File: src/rtl/oneshot_pkg.sv
package oneshot_pkg;
  typedef enum logic [1:0] {
    ST_IDLE   = 2'd0,
    ST_SETUP  = 2'd1,
    ST_TIMING = 2'd2,
    ST_STOP   = 2'd3
  } os_state_t;
endpackage

File: src/rtl/oneshot_edge_sync.sv
// Multi-stage synchroniser followed by a single-cycle edge detector.
module oneshot_edge_sync #(
  parameter int STAGES  = 2,
  parameter bit RST_VAL = 1'b0
) (
  input  logic clk,
  input  logic rst_n,
  input  logic din,
  output logic rise,
  output logic fall
);
  logic [STAGES-1:0] chain;
  logic              held;
  logic              level;

  always_ff @(posedge clk or negedge rst_n) begin
    if (!rst_n) begin
      chain <= {STAGES{RST_VAL}};
      held  <= RST_VAL;
    end else begin
      chain <= {chain[STAGES-2:0], din};
      held  <= chain[STAGES-1];
    end
  end

  assign level = chain[STAGES-1];
  assign rise  = level & ~held;
  assign fall  = ~level & held;
endmodule

File: src/rtl/oneshot_tick_counter.sv
// Datapath: binary up counter that wraps modulo 2^CNT_W, with terminal-count flag.
module oneshot_tick_counter #(
  parameter int CNT_W        = 16,
  parameter int PERIOD_TICKS = 925
) (
  input  logic             clk,
  input  logic             rst_n,
  input  logic             clr,
  input  logic             inc,
  output logic [CNT_W-1:0] count,
  output logic             last
);
  localparam logic [CNT_W-1:0] TERM = CNT_W'(PERIOD_TICKS - 1);

  always_ff @(posedge clk or negedge rst_n) begin
    if (!rst_n)   count <= '0;
    else if (clr) count <= '0;
    else if (inc) count <= count + 1'b1;
  end

  assign last = (count == TERM);
endmodule

File: src/rtl/oneshot_ctrl.sv
// Control unit: idle / setup / timing / stop sequencer.
module oneshot_ctrl
  import oneshot_pkg::*;
(
  input  logic      clk,
  input  logic      rst_n,
  input  logic      trig_fall,
  input  logic      tick_rise,
  input  logic      mode_sample,
  input  logic      cnt_last,
  output os_state_t state,
  output logic      run_mode,
  output logic      cnt_clr,
  output logic      cnt_inc,
  output logic      pulse,
  output logic      done
);
  os_state_t nxt;
  logic      restart;
  logic      accept;

  assign restart = (state == ST_TIMING) && trig_fall && run_mode;
  assign accept  = ((state == ST_IDLE) && trig_fall) || restart;

  always_comb begin
    nxt = state;
    unique case (state)
      ST_IDLE:   if (trig_fall) nxt = ST_SETUP;
      ST_SETUP:  nxt = ST_TIMING;
      ST_TIMING: begin
        if (restart)                    nxt = ST_SETUP;
        else if (tick_rise && cnt_last) nxt = ST_STOP;
      end
      ST_STOP:   nxt = ST_IDLE;
      default:   nxt = ST_IDLE;
    endcase
  end

  always_ff @(posedge clk or negedge rst_n) begin
    if (!rst_n) begin
      state    <= ST_IDLE;
      run_mode <= 1'b0;
    end else begin
      state <= nxt;
      if (accept) run_mode <= mode_sample;
    end
  end

  assign cnt_clr = (state != ST_TIMING) || (tick_rise && cnt_last && !restart);
  assign cnt_inc = (state == ST_TIMING) && tick_rise && !restart;
  assign pulse   = (state == ST_SETUP) || (state == ST_TIMING);
  assign done    = (state == ST_STOP);
endmodule

File: src/rtl/retrig_oneshot.sv
module retrig_oneshot
  import oneshot_pkg::*;
#(
  parameter int PERIOD_TICKS = 925,
  parameter int CNT_W        = 16,
  parameter int SYNC_STAGES  = 2
) (
  input  logic clk,
  input  logic rst_n,
  input  logic trig_n,
  input  logic tb_clk,
  input  logic retrig_mode,
  output logic pulse_out,
  output logic period_done
);
  logic             trig_fall, trig_rise_unused;
  logic             tick_rise, tick_fall_unused;
  logic             mode_q;
  logic             cnt_clr, cnt_inc, cnt_last, run_mode;
  logic [CNT_W-1:0] count;
  os_state_t        state_q;

  oneshot_edge_sync #(.STAGES(SYNC_STAGES), .RST_VAL(1'b1)) u_trig_sync (
    .clk(clk), .rst_n(rst_n), .din(trig_n),
    .rise(trig_rise_unused), .fall(trig_fall)
  );

  oneshot_edge_sync #(.STAGES(SYNC_STAGES), .RST_VAL(1'b0)) u_tick_sync (
    .clk(clk), .rst_n(rst_n), .din(tb_clk),
    .rise(tick_rise), .fall(tick_fall_unused)
  );

  always_ff @(posedge clk or negedge rst_n) begin
    if (!rst_n) mode_q <= 1'b0;
    else        mode_q <= retrig_mode;
  end

  oneshot_ctrl u_ctrl (
    .clk(clk), .rst_n(rst_n),
    .trig_fall(trig_fall), .tick_rise(tick_rise),
    .mode_sample(mode_q), .cnt_last(cnt_last),
    .state(state_q), .run_mode(run_mode),
    .cnt_clr(cnt_clr), .cnt_inc(cnt_inc),
    .pulse(pulse_out), .done(period_done)
  );

  oneshot_tick_counter #(.CNT_W(CNT_W), .PERIOD_TICKS(PERIOD_TICKS)) u_cnt (
    .clk(clk), .rst_n(rst_n), .clr(cnt_clr), .inc(cnt_inc),
    .count(count), .last(cnt_last)
  );
endmodule

File: config.mk
export PLATFORM = sky130hd
export DESIGN_NAME = retrig_oneshot
export DESIGN_NICKNAME = d
export VERILOG_FILES = /design/src/rtl/oneshot_pkg.sv /design/src/rtl/oneshot_edge_sync.sv /design/src/rtl/oneshot_tick_counter.sv /design/src/rtl/oneshot_ctrl.sv /design/src/rtl/retrig_oneshot.sv
export SDC_FILE = /design/constraint.sdc
export NUM_CORES = 1
export LEC_CHECK = 0
export BUFFER_PORTS_ARGS = -buffer_cell sky130_fd_sc_hd__clkbuf_2
export CORE_AREA = 2 2 49 69
export CTS_BUF_LIST = sky130_fd_sc_hd__clkbuf_4
export DETAILED_ROUTE_END_ITERATION = 8
export DIE_AREA = 0 0 51 71
export HOLD_SLACK_MARGIN = 0.02
export MAX_ROUTING_LAYER = met4
export PLACE_DENSITY_LB_ADDON = 0.1
export SLEW_MARGIN = 20
export SYNTH_ARGS = -nofsm -noshare
export SYNTH_HDL_FRONTEND = slang
export SYNTH_HIERARCHICAL = 1
export SYNTH_SLANG_ARGS = --single-unit
File: constraint.sdc
create_clock -name clk -period 4 [get_ports clk]
set_input_delay 0.8 -clock clk [delete_from_list [all_inputs] [get_ports clk]]
set_output_delay 0.8 -clock clk [all_outputs]
set_load 0.05 [all_outputs]
==> impl_metrics.csv <==
group,metric,value,unit
outcome,outcome,"complete, no violations",
critical_path,worstSetupPathType,"reg2reg",
power,leakage,0.564,nW
floorplanning,start_util,41.9,%
layout,regArea,654,sq um
clock_tree,htreeDepth,1,
sta,drv_slew,0,
layout,area_growth,9.66,%
worst_hold_path,hold_start,"u_trig_sync/chain[0]",
global_route,gr-usage-all-layers,15.7,%
global_route,grt_pass1_wl,4100,um
floorplanning,die_h,71,um
critical_path,path_cells,"inv_1 -> ha_1 -> nor4b_1 -> nand4_1 -> nor4_1 -> nand3_1 -> nand2_1 -> o21a_1 -> nand3_4 -> or4_1 -> a21oi_1",
layout,num-fill-cells,301,
detailed_routing,ant_nets,0,
place,portBuffers,6,
clock_tree,clk_latency,330,ps
detailed_routing,route.vias.total,909,
detailed_routing,firstDrtPassIters,4,
place,finalWeightedCongestion,0.871,
critical_path,start_kind,"flop",
floorplanning,io_pins,7,
floorplanning,die_x,51,um
power,comb_power_share,24.0,%
global_route,antenna_found_initial,0,
clock_tree,postCtsSetupBuffers,0,
clock_tree,hold_buffers,0,
floorplanning,design.die.area,3620,sq um
critical_path,critPathSlowestCell,"or4_1",
power,switchingPower,0.199,mW
clock_tree,cts_buffers,3,
layout,multi_input_area,584,sq um
critical_path,arrival,3040,ps
power,powerDensity,450,nW/um^2
sta,final-setup-viol-count,0,
global_route,grt_pass1_vias,896,
critical_path,critPathMaxStageDelay,510,ps
clock_tree,cts_resized,0,
global_route,grt_overflow,0,
place,pre_cts_slack,1270,ps
sta,finalCriticalPeriod,2770,ps
power,vdd_drop_max,0.000260,V
sta,finalCritPeriodShare,69.3,%
worst_hold_path,hold_class,"reg2reg",
sta,rsz0062_at_grt,"no",
place,placed_area,1340,sq um
synthesis,ys_warn_count,6,
layout,diodes,0,
synthesis,syn_inst,123,
clock_tree,cts_sinks,26,
global_route,grt_max_degree,27,
layout,final_net_count,142,
floorplanning,rows,24,
critical_path,crit_buf_inv,1,
critical_path,timing.rr.end,"u_cnt/count[14]",
detailed_routing,drt-vias-per-instance,5.35,
critical_path,crit_path_end_kind,"flop",
sta,fin_ws,1230,ps
power,switching_share,31.7,%
sta,fmax,361,MHz
run,maxCapViolCount,0,
critical_path,worst-path-max-fanout,8,
synthesis,syn-cell-area,1270,sq um
sta,tightest_slew,645,ps
sta,fin_setup_tns,0,ps
place,dp.cells,166,
clock_tree,clk_pin_slew_worst_paths,140,ps
clock_tree,root_buffer,"clkbuf_4",
floorplanning,core-area,3030,sq um
layout,drive_gt1_share,16.8,%
detailed_routing,wl_per_cell,13.8,um
critical_path,cpLargestDelayFamily,"simple AND/OR/NAND/NOR gates",
synthesis,synthesis.nets,133,
critical_path,cp.required,4270,ps
sta,slew_headroom,57.0,%
power,clockPowerShare,29.1,%
power,p_int,0.428,mW
power,p_seq_share,46.9,%
layout,final_cells,170,
sta,fin_worst_skew,3.47,ps
detailed_routing,drc,0,
critical_path,regToRegSetupSlack,1230,ps
worst_hold_path,holdPathStages,0,
layout,final_area,1390,sq um
critical_path,reg2reg_depth,11,
critical_path,worstReg2RegStart,"u_cnt/count[1]",
synthesis,syn_avg_cell_area,10.3,sq um
sta,finalHoldViolations,0,
clock_tree,clock_path_buffers,2,
detailed_routing,routed_wl,2350,um
worst_hold_path,hold_end,"u_trig_sync/chain[1]",
place,dp_hpwl,1740,um
clock_tree,cts_tree,"built",
detailed_routing,drt_iter0_markers,38,
## flip-flops by register name, summed over array words and instances, names as in the netlist
| name | cells |
|---|---|
| u_cnt/count | 16 |
| u_ctrl/state | 2 |
| u_tick_sync/chain | 2 |
| u_trig_sync/chain | 2 |
| mode_q | 1 |
| u_ctrl/run_mode | 1 |
| u_tick_sync/held | 1 |
| u_trig_sync/held | 1 |
## worst register-to-register path: cells and delay by family (launching register included)
kind / cells / cell delay [ps]
AOI/OAI and AO/OA: 2 / 430
adders and majority gates: 1 / 140
buffers and inverters: 1 / 80
DFF: 1 / 460
and+or+nand+nor: 7 / 1600
## metal layers
layer  global-route usage [%]  vias to the layer above  share of wire, %
li1                         -                      455                 -
met1                     18.6                      437                46
met2                     25.7                       13                50
met3                     1.90                        4               2.2
met4                     8.11                        0               2.5
met5                        -                        -                 0
## power by group through the flow
stage	combinational [mW]	sequential [mW]	clock, mW
3_3_place_gp	0.145	0.299	0
3_5_place_dp	0.150	0.299	0
2_1_floorplan	0.122	0.296	0
4_1_cts	0.151	0.294	0.188
5_1_grt	0.166	0.298	0.199
6_report	0.151	0.294	0.182
## metrics by stage
step | total power [mW] | hold WS, ps | util [%]
final | 0.627 | 368 | 45.9
after global routing | 0.663 | 375 | 45.9
after CTS | 0.633 | 371 | 45.9
after detailed placement | 0.450 | 348 | 44.2
after global placement | 0.444 | 335 | 44.2
after floorplan | 0.418 | 331 | -
## worst max path at each step
stage               cells past startpoint           start               to  slack, ps
floorplan                              12  u_cnt/count[0]  u_cnt/count[14]       1560
global placement                       11  u_cnt/count[0]  u_cnt/count[14]       1440
detailed placement                     11  u_cnt/count[0]  u_cnt/count[14]       1270
CTS                                    11  u_cnt/count[0]  u_cnt/count[14]       1210
global route                           11  u_cnt/count[0]  u_cnt/count[15]        970
finish                                 11  u_cnt/count[1]  u_cnt/count[14]       1230
## area by class of cell
type,count,share of cell area (%)
clock buffer,3,1.62
clock inverter,1,2.16
inverter,4,1.08
multi-input combinational,90,42.0
sequential,26,47.0
tap,39,3.50
timing repair buffer,7,2.70
## cells in the final DEF, fill, tap and decap left out
cell type,n
and3_1,1
nor4_1,2
bufinv_16,1
dfstp_2,3
and3_2,2
or3_1,2
o21a_1,1
nand3_1,4
xnor2_1,3
nand2_1,8
inv_1,4
clkbuf_4,3
or3_2,1
nand3_4,1
nor4b_1,1
ha_1,5
dfrtp_1,23
nor2b_1,3
o21ai_0,4
nor3b_1,1
o31ai_1,1
a31oi_1,1
nand4_1,8
mux2_2,1
and2_1,1
or4_1,1
o2bb2ai_1,1
a21oi_1,6
and2b_2,1
o31a_2,1
xor2_1,7
and4_1,1
and4_4,1
clkbuf_2,6
mux2i_1,1
nor3_1,2
nor2_1,17
buf_4,1
(Power assumes the default switching activity.)
